===== src/rtl/coefenc_pkg.sv =====
package coefenc_pkg;

    localparam int IN_W   = 64;
    localparam int MAG_W  = IN_W - 1;
    localparam int FRAC_W = 32;
    localparam int OUT_W  = 16;
    localparam int CODE_W = 3;
    localparam int BODY_W = OUT_W - 1 - CODE_W;

    typedef enum logic {
        FMT_WINDOW = 1'b0,
        FMT_S312   = 1'b1
    } coef_fmt_e;

    typedef struct packed {
        logic             vld;
        logic [OUT_W-1:0] word;
    } enc_state_t;

endpackage


===== src/rtl/coefenc_window.sv =====
module coefenc_window #(
    parameter int FRAC_W    = 32,
    parameter int MAG_W     = 63,
    parameter int MANT_W    = 9,
    parameter int GUARD_W   = 3,
    parameter int NBANDS    = 6,
    parameter int TOP_FBITS = 12,
    parameter int TOP_CODE  = 3,
    parameter int LOW_EXP   = 3,
    parameter int CLAMP_W   = FRAC_W + 2
) (
    input  logic [MAG_W-1:0]           mag,
    output logic [2:0]                 code,
    output logic [MANT_W+GUARD_W-1:0]  body
);

    localparam int SAT_W    = MANT_W + GUARD_W;
    localparam int BASE_BIT = FRAC_W - LOW_EXP;
    localparam logic [CLAMP_W:0] RND_ADD = (CLAMP_W+1)'(1) << (GUARD_W - 1);
    localparam logic [CLAMP_W:0] SAT_MAX = {{(CLAMP_W+1-SAT_W){1'b0}}, {SAT_W{1'b1}}};

    logic [CLAMP_W-1:0] mag_c;
    logic [NBANDS-1:0]  below;
    logic [SAT_W-1:0]   band_val  [NBANDS];
    logic [2:0]         band_code [NBANDS];

    // clamp to just under the top of the widest band
    assign mag_c = (|mag[MAG_W-1:CLAMP_W]) ? {CLAMP_W{1'b1}} : mag[CLAMP_W-1:0];

    for (genvar b = 0; b < NBANDS; b++) begin : g_band
        localparam int SH = FRAC_W - (TOP_FBITS - b) - GUARD_W;
        localparam int TB = BASE_BIT + b;
        localparam logic [2:0] BCODE = 3'((TOP_CODE - b) & 7);

        logic [CLAMP_W-1:0] shifted;
        logic [CLAMP_W:0]   rounded;

        assign shifted      = mag_c >> SH;
        assign rounded      = {1'b0, shifted} + RND_ADD;
        assign band_val[b]  = (rounded > SAT_MAX) ? {SAT_W{1'b1}} : rounded[SAT_W-1:0];
        assign band_code[b] = BCODE;

        if (TB < CLAMP_W) begin : g_thr
            assign below[b] = ~|mag_c[CLAMP_W-1:TB];
        end else begin : g_last
            assign below[b] = 1'b1;
        end
    end

    // lowest band whose ceiling exceeds the magnitude wins
    always_comb begin
        code = band_code[NBANDS-1];
        body = band_val[NBANDS-1];
        for (int b = NBANDS - 2; b >= 0; b--) begin
            if (below[b]) begin
                code = band_code[b];
                body = band_val[b];
            end
        end
    end

endmodule


===== src/rtl/coefenc_s312.sv =====
module coefenc_s312 #(
    parameter int FRAC_W   = 32,
    parameter int MAG_W    = 63,
    parameter int INT_W    = 3,
    parameter int OUT_FRAC = 12
) (
    input  logic [MAG_W-1:0]          mag,
    output logic [INT_W+OUT_FRAC-1:0] field
);

    localparam int SUM_W = MAG_W + 1;
    localparam int LIM_W = FRAC_W + INT_W;
    localparam int DROP  = FRAC_W - OUT_FRAC;
    localparam logic [SUM_W-1:0] RND_ADD = SUM_W'(1) << (DROP - 1);

    logic [SUM_W-1:0] sum;
    logic [LIM_W-1:0] lim;
    logic             unused_low;

    assign sum        = {1'b0, mag} + RND_ADD;
    assign lim        = (|sum[SUM_W-1:LIM_W]) ? {LIM_W{1'b1}} : sum[LIM_W-1:0];
    assign field      = lim[LIM_W-1:DROP];
    assign unused_low = ^lim[DROP-1:0];

endmodule


===== src/rtl/coef_word_encoder.sv =====
module coef_word_encoder
    import coefenc_pkg::*;
#(
    parameter int MANT_W  = 9,
    parameter int GUARD_W = 3
) (
    input  logic              clk,
    input  logic              rst_n,
    input  logic              in_valid,
    input  logic [IN_W-1:0]   in_coef,
    input  logic              in_fmt,
    output logic              out_valid,
    output logic [OUT_W-1:0]  out_word
);

    localparam int BODY_LEN = MANT_W + GUARD_W;
    localparam logic [BODY_LEN-1:0] BODY_MASK = {{MANT_W{1'b1}}, {GUARD_W{1'b0}}};

    enc_state_t st_d, st_q;

    logic                        sign_in;
    logic [MAG_W-1:0]            mag_in;
    logic [2:0]                  win_code;
    logic [BODY_LEN-1:0]         win_body;
    logic [CODE_W+BODY_W-1:0]    fix_field;

    assign sign_in = in_coef[IN_W-1];
    assign mag_in  = in_coef[MAG_W-1:0];

    coefenc_window #(
        .FRAC_W  (FRAC_W),
        .MAG_W   (MAG_W),
        .MANT_W  (MANT_W),
        .GUARD_W (GUARD_W)
    ) u_window (
        .mag  (mag_in),
        .code (win_code),
        .body (win_body)
    );

    coefenc_s312 #(
        .FRAC_W   (FRAC_W),
        .MAG_W    (MAG_W),
        .INT_W    (CODE_W),
        .OUT_FRAC (BODY_W)
    ) u_s312 (
        .mag   (mag_in),
        .field (fix_field)
    );

    always_comb begin
        st_d     = st_q;
        st_d.vld = in_valid;
        if (in_valid) begin
            if (coef_fmt_e'(in_fmt) == FMT_S312) begin
                st_d.word = {sign_in, fix_field};
            end else begin
                st_d.word = {sign_in, win_code, win_body & BODY_MASK};
            end
        end
    end

    always_ff @(posedge clk) begin
        if (!rst_n) begin
            st_q <= '0;
        end else begin
            st_q <= st_d;
        end
    end

    assign out_valid = st_q.vld;
    assign out_word  = st_q.word;

endmodule


===== config.mk =====
export PLATFORM = sky130hd
export DESIGN_NAME = coef_word_encoder
export DESIGN_NICKNAME = d
export VERILOG_FILES = /design/src/rtl/coefenc_pkg.sv /design/src/rtl/coefenc_window.sv /design/src/rtl/coefenc_s312.sv /design/src/rtl/coef_word_encoder.sv
export SDC_FILE = /design/constraint.sdc
export NUM_CORES = 1
export LEC_CHECK = 0
export ABC_CLOCK_PERIOD_IN_PS = 5550
export BUFFER_PORTS_ARGS = -buffer_cell sky130_fd_sc_hd__buf_4
export CAP_MARGIN = 10
export CORE_MARGIN = 2
export CORE_UTILIZATION = 30
export CTS_BUF_LIST = sky130_fd_sc_hd__clkbuf_8
export CTS_CLUSTER_SIZE = 12
export DETAILED_ROUTE_END_ITERATION = 10
export HOLD_SLACK_MARGIN = 0.15
export PLACE_DENSITY = 0.46
export RECOVER_POWER = 50
export REMOVE_ABC_BUFFERS = 1
export SLEW_MARGIN = 40
export SYNTH_ARGS = -nofsm -noshare
export SYNTH_HDL_FRONTEND = slang
export SYNTH_HIERARCHICAL = 1
export SYNTH_SLANG_ARGS = --single-unit

===== constraint.sdc =====
create_clock -name clk -period 5.55 [get_ports clk]
set_clock_uncertainty 0.05 [all_clocks]
set_input_delay 0.8325 -clock clk [delete_from_list [all_inputs] [get_ports clk]]
set_output_delay 0.8325 -clock clk [all_outputs]
set_load 0.02 [all_outputs]

# Word-level counts from Yosys, hierarchy flattened
# Index checks and enable logic that the tools add are counted.
dict set report word_totals {
  output_inout_bits 17
  wordCells 40
  inputBits 68
  ff_bits 17
}
dict set report classes {
  mux 19
  addsub 7
  reduce_logical 6
  magnitude_cmp 6
}
# operator count
set op_table {}
lappend op_table {{$gt A35 B12 Y1 const B} 6}
lappend op_table {{$mux W12} 11}
lappend op_table {{$add A63 B20 Y64 const B} 1}
lappend op_table {{$reduce_or A29 Y1} 2}
lappend op_table {{$mux W35} 1}
lappend op_table {{$mux W34} 1}
lappend op_table {{$add A17 B3 Y18 const B} 1}
lappend op_table {{$add A16 B3 Y17 const B} 1}
lappend op_table {{$add A15 B3 Y16 const B} 1}
lappend op_table {{$add A14 B3 Y15 const B} 1}
lappend op_table {{$mux W15} 1}
lappend op_table {{$add A13 B3 Y14 const B} 1}
lappend op_table {{$add A12 B3 Y13 const B} 1}
lappend op_table {{$mux W3} 4}
lappend op_table {{$reduce_or A5 Y1} 1}
lappend op_table {{$reduce_or A4 Y1} 1}
lappend op_table {{$reduce_or A3 Y1} 1}
lappend op_table {{$reduce_or A2 Y1} 1}
lappend op_table {{$mux W1} 1}

# Depth between registers and ports, before layout
# Gate-level depths: netlist (run 1).
dict set report depth {
  depth_word 11
  depth_mapped 20
  mapped_depth_nobuf 16
}

# Hierarchy
# The synthesis (run 1) kept the hierarchy.
# module seq_area_each_um2 instances cells_per_inst area_each_um2
set by_module_without_submodules {}
lappend by_module_without_submodules {coefenc_window 0.0 1 419 2601.2}
lappend by_module_without_submodules {coefenc_s312 0.0 1 179 1221.2}
lappend by_module_without_submodules {coef_word_encoder 340.3 1 71 713.2}

# Worst setup path before layout (run 1)
# Ideal clock, no wire load.
dict set report synth_path {
  path_kind {input -> register}
  start {input port in_coef[48]}
  end {register st_q, in the netlist out_word[7]}
  t_arrival_ns 4.115
  setup_ns 0.119
  required_time_ns 5.381
  path_buffers 3
  path_stages 19
  setup_slack_ns 1.266
  cell_sequence {nor4_2 > and4_1 > buf_4 > nand2_4 > buf_2 > nor2_1 > inv_1 > ha_1 > clkbuf_1 > nand2_1 > nor4_1 > xnor2_1 > o2111ai_1 > a21oi_4 > nand3_2 > o32a_1 > o311a_1 > mux2i_1 > a21oi_1}
}
dict set report synth_via {
  elab_chain_cells 11
  word_cells_on_any_way 33
  cone_classes {add/sub: 7; order compare: 6; mux: 14; reduce/logical: 6}
}
# element line
set synth_rtl {}
lappend synth_rtl {{start, declared} coef_word_encoder.sv:10} ;# input logic [IN_W-1:0] in_coef,
lappend synth_rtl {{$reduce_or A29 Y1 *} coefenc_window.sv:28} ;# assign mag_c = (|mag[MAG_W-1:CLAMP_W]) ? {CLAMP_W{1'b1}} : mag[CLAMP_W-1:0];
lappend synth_rtl {{$mux W34 *} coefenc_window.sv:28}
lappend synth_rtl {{$add A13 B3 Y14 / $add A12 B3 Y13 (equally long branches)} coefenc_window.sv:39} ;# assign rounded = {1'b0, shifted} + RND_ADD;
lappend synth_rtl {{$gt A35 B12 Y1} coefenc_window.sv:40} ;# assign band_val[b] = (rounded > SAT_MAX) ? {SAT_W{1'b1}} : rounded[SAT_W-1:0];
lappend synth_rtl {{$mux W12} coefenc_window.sv:40}
lappend synth_rtl {{$mux W12 (4 in series)} coefenc_window.sv:55} ;# if (below[b]) begin
lappend synth_rtl {{$mux W12 *} coefenc_window.sv:55}
lappend synth_rtl {{net win_body[7]} coef_word_encoder.sv:24} ;# logic [BODY_LEN-1:0] win_body;
lappend synth_rtl {{$mux W15 *} coef_word_encoder.sv:55} ;# if (coef_fmt_e'(in_fmt) == FMT_S312) begin
lappend synth_rtl {{end signal, assigned} coef_word_encoder.sv:67} ;# st_q <= st_d;
lappend synth_rtl {{end, declared} coef_word_encoder.sv:19} ;# enc_state_t st_d, st_q;
# Mark *: on every way through the listed nets, which the timed path passes. The rest lies on a longest branch.
# A chain may end at the register's enable or synchronous reset.

# Worst setup path in the final report (run 1)
dict set report layout_path {
  start {input port in_coef[41]}
  end {register st_q, in the netlist out_word[11]}
}
# Same word-level chain as after synthesis.

==> results of run 1 <==
## report_power, final
group	leakage (nW)	switching [mW]	internal, mW
clock	0.0269	0.0386	0.0489
combinational	1.58	0.117	0.0618
sequential	0.142	0.00361	0.130
total	1.75	0.159	0.241
## critical path, cell delays in order
cell       delay [ps]
buf_4             140
nor4_2            450
and4_1            600
nand2_4           170
nor2_1            230
inv_1             120
ha_1              300
and3_1            220
a31oi_1           220
a31o_2            130
nand4_1           120
nand4bb_1         420
o32ai_1           460
a21oi_1           140
mux2i_1           160
a21oi_1            80
## per-stage QoR
stage | area, sq um | hold WS, ps
after floorplan | 3996 | 500.6
after global placement | 4858 | 421.4
after detailed placement | 4862 | 426.4
after CTS | 4907 | 436.1
after global routing | 4847 | 452.5
final | 4847 | 433.5
## sequential cells by signal, indices dropped and copies added, names as in the netlist
name,flops
out_word,16
out_valid,1
## layer usage
metal | GRT usage (%) | share of wire, %
met5 | 0 | 0
met4 | 6.321 | 2.8
met3 | 2.399 | 6.9
met2 | 37.60 | 46
met1 | 32.13 | 44
## cell usage in the layout, fill, tap and decap left out, drive strengths merged, types with 5 or more instances in the layout
master and n:
nor2 34, and3 13, and4 12, nor2b 5, nand3 41, a21oi 49
nor4 20, nand4 38, xnor2 31, o21ai 47, inv 23, nor3 32
clkbuf 19, dfxtp 17, or3 6, o22ai 12, nand2b 5, nand2 63
a31oi 9, xor2 15, and2 12, mux2i 16, ha 11, buf 68
## layout make-up
| cell class | count | area (sq um) | area share [%] |
|---|---|---|---|
| clock buffer | 3 | 41.29 | 0.8518 |
| clock inverter | 1 | 3.754 | 0.07744 |
| inverter | 23 | 86.33 | 1.781 |
| multi-input combinational | 540 | 3580 | 73.85 |
| sequential | 17 | 340.3 | 7.021 |
| tap | 180 | 225.2 | 4.646 |
| timing repair buffer | 84 | 570.5 | 11.77 |
## worst max path at each step
stage / start / to / slack [ps] / depth (start not counted)
detailed placement: in_coef[41] / out_word[11] / 650 / 16
CTS: in_coef[41] / out_word[11] / 890 / 16
global route: in_coef[41] / out_word[8] / 570 / 17
floorplan: in_coef[48] / out_word[10] / 1240 / 16
global placement: in_coef[41] / out_word[11] / 640 / 16
finish: in_coef[41] / out_word[11] / 770 / 16
==> impl_metrics.toml, run 1 <==
[status]
run_status = "finished, final reports clean"

[job]
maxCapViolations = 0

[worst_setup_path]
r2r-start = "out_word[14]"
worstPathRequired_ps = 5580
rr_worst_depth = 2
crit_type = "primary input to register"
ff2ff_setup_slack_ps = 4820
startpoint_type = "primary input"
arrival_ps = 4820
reg2reg_to = "out_word[14]"
cp-end-kind = "register"
worstPathMaxFanout = 8

[placed_design]
dpl.hpwl_microns = 13180
gp_congestion = 0.9253
placedCellCount = 844
place_ws_ps = 647.1
io_buffers = 66

[synthesis]
syn_area_sq_um = 4284
synthCells = 636
synth.yosys.warnings = 6
syn_area_per_cell_sq_um = 6.736

[clocking]
cts_resized = 0
hold_buffers = 0
clk_pin_slew_ps = 60
htreeDepth = 1
postCtsSetupRepairBufs = 0
tritoncts = "yes"
cts.sinks = 17
insertion_delay_ps = 240
cts-root-buf = "clkbuf_8"
clock_path_buffers = 2
cts_inserted_buffers = 3

[finish]
final_layout_size_suffix_gt1_share_pct = 16.47
nNetsFinal = 748
final_cell_count_no_fill = 848
fin_util_pct = 34.79
areaGrowthSynthToFinish_pct = 13.14
nFillCells = 1545
num_antenna_cells = 0

[sta]
slew_headroom_pct = 28.63
fmax_mhz = 209.1
setup_ws_ps = 767.2
post-route-min-period_ps = 4783
final-setup-viol-count = 0
setup_tns_ps = 0
rsz0062_at_grt = "no"
final_hold_viol_count = 0
drv_slew = 0
worstMarginPinSlew_ps = 1071
min_period_over_period_pct = 86.18

[global_routing]
antenna_found_initial = 0
track_usage_pct = 23.06
grt_max_degree = 33
grt_pass1_vias = 4910
grt_pass1_wl_microns = 27610
gr-total-overflow = 0

[route]
firstDrtPassIters = 5
drt_iter0_drc = 630
route.detailed.drc = 0
viasPerCell = 6.192
wire_per_inst_microns = 20.77
wl_microns = 17610
ant_nets = 0
vias = 5251

[floorplanning]
start_util_pct = 30.74
ios = 85
fp.dieW_microns = 123.5
die-area_sq_um = 15250
core_sq_um = 13930
die_height_microns = 123.5
row_count = 43

[pwr]
power_mw = 0.4001
leakage_nw = 1.746
peakVddDrop_mv = 0.06969
power_density_nw_per_um2 = 82.55

[min_path]
worstHoldStart = "out_word[1]"
hold_path.class = "register to register"
holdPathEnd = "out_word[1]"
holdPathStages = 2
Power figures use the tool's default switching activity.
==> run 2, diff against run 1 <==
Settings changed: CORE_UTILIZATION 30 to 27, PLACE_DENSITY 0.46 to 0.43.
==> run 2 against run 1 <==
  * Count of clock-buffer cells in the layout stayed put
  * Power grew 0.63%
  * Via count is 0.38% lower
  * Combinational power about the same
  * Final cell count grew 4.7%
  * Utilization fell by 3.5 points
  * Largest power group unchanged
  * Sequential cell count unchanged
==> impl_metrics.toml, run 2 (same netlist as run 1, synthesis figures left out) <==
[worst_setup_path]
crit_type = "primary input to register"
ff2ff_setup_slack_ps = 4800
worstPathRequired_ps = 5590
worstPathMaxFanout = 10
rr_worst_depth = 2
r2r-start = "out_word[14]"
cp-end-kind = "register"
arrival_ps = 4540
startpoint_type = "primary input"
reg2reg_to = "out_word[14]"

[job]
maxCapViolations = 0

[sta]
min_period_over_period_pct = 81.04
rsz0062_at_grt = "no"
worstMarginPinSlew_ps = 1152
slew_headroom_pct = 23.23
post-route-min-period_ps = 4498
fmax_mhz = 222.3
final-setup-viol-count = 0
setup_tns_ps = 0
final_hold_viol_count = 0
drv_slew = 0

[global_routing]
track_usage_pct = 20.96
grt_pass1_wl_microns = 27890
gr-total-overflow = 0
grt_pass1_vias = 4918
grt_max_degree = 33
antenna_found_initial = 0

[min_path]
holdPathEnd = "out_word[1]"
worstHoldStart = "out_word[1]"
hold_path.class = "register to register"
holdPathStages = 2

[placed_design]
io_buffers = 66
postPlaceCellArea_sq_um = 4937
gp_congestion = 0.9691
dpl.hpwl_microns = 13640

[clocking]
clk_pin_slew_ps = 60
cts-root-buf = "clkbuf_8"
cts_resized = 0
postCtsSetupRepairBufs = 0
htreeDepth = 1
cts_inserted_buffers = 3
tritoncts = "yes"
hold_buffers = 0
cts.sinks = 17
clock_path_buffers = 2
insertion_delay_ps = 250

[route]
viasPerCell = 5.891
ant_nets = 0
wire_per_inst_microns = 20.25
wl_microns = 17990
route.detailed.drc = 0
drt_iter0_drc = 498
vias = 5231
firstDrtPassIters = 5

[finish]
num_antenna_cells = 0
final_area_sq_um = 4923
final_layout_size_suffix_gt1_share_pct = 17.11
areaGrowthSynthToFinish_pct = 14.92
nNetsFinal = 752
final_cell_mix = "buf_4, nand2_1, a21oi_1"
largest_reg_flops = 16
mostFrequentLayoutCell = "buf_4"

[floorplanning]
core_sq_um = 15710
ios = 85
die-area_sq_um = 16890
fp.dieW_microns = 130.0
row_count = 46
die_height_microns = 130.0
start_util_pct = 27.27

[pwr]
leakage_nw = 1.764
power_density_nw_per_um2 = 81.78
peakVddDrop_mv = 0.07835

[status]
run_status = "finished, final reports clean"
-- run 2: changes by cell type in the layout (fill, tap and decap cells not counted), sizes merged --
cell / change
buf: +4
inv: -1
clkinv: +1
-- run 2: stage by stage --
stage,instances,power (mW),hold slack (ps),worst slack [ps],util [%]
after global routing,888,0.4306,476.9,862.8,31.33
after CTS,888,0.4137,435.9,1196,31.72
after floorplan,580,0.2107,500.6,1237,-
final,888,0.4026,431.1,1052,31.33
after detailed placement,884,0.3194,423.5,940.4,31.42
after global placement,884,0.3191,423.7,938.6,31.40
-- run 2: worst max path at each step --
| stage | startpoint | depth (start not counted) | endpoint | slack [ps] |
|---|---|---|---|---|
| finish | in_coef[41] | 16 | out_word[7] | 1050 |
| global route | in_coef[41] | 18 | out_word[10] | 860 |
| CTS | in_coef[41] | 15 | out_word[7] | 1200 |
| detailed placement | in_coef[41] | 16 | out_word[10] | 940 |
| global placement | in_coef[41] | 15 | out_word[7] | 940 |
| floorplan | in_coef[48] | 16 | out_word[10] | 1240 |
-- run 2: cell type report --
class / instances / area (sq um)
Fill cell: 1755 / 10790
Multi-Input combinational cell: 540 / 3580
Clock buffer: 3 / 41.29
Clock inverter: 1 / 5.005
Inverter: 23 / 86.33
Tap cell: 216 / 270.3
Timing Repair Buffer: 88 / 600.6
Sequential cell: 17 / 340.3
-- run 2: critical path: stages --
cell	delay, ps
buf_4	140
nor4_2	490
nand4_4	370
nor3_4	310
inv_1	150
ha_1	360
nand2_1	200
nor3_1	80
xnor2_1	220
and3_1	200
o21ai_0	170
a22o_1	270
a211o_1	340
o311a_1	150
mux2i_1	150
a21oi_1	80
-- run 2: layer usage --
layer / up-vias / track usage, % / part of all wire (%)
met5: - / 0 / 0
met3: 32 / 2.173 / 6.8
met4: 0 / 6.705 / 3.2
met1: 2483 / 29.34 / 45
li1: 2483 / - / -
met2: 233 / 33.75 / 45
-- run 2: where the power goes --
part	internal, mW	switching (mW)
Sequential	0.130	0.00382
Clock	0.0497	0.0406
Combinational	0.0618	0.116
Total	0.242	0.161
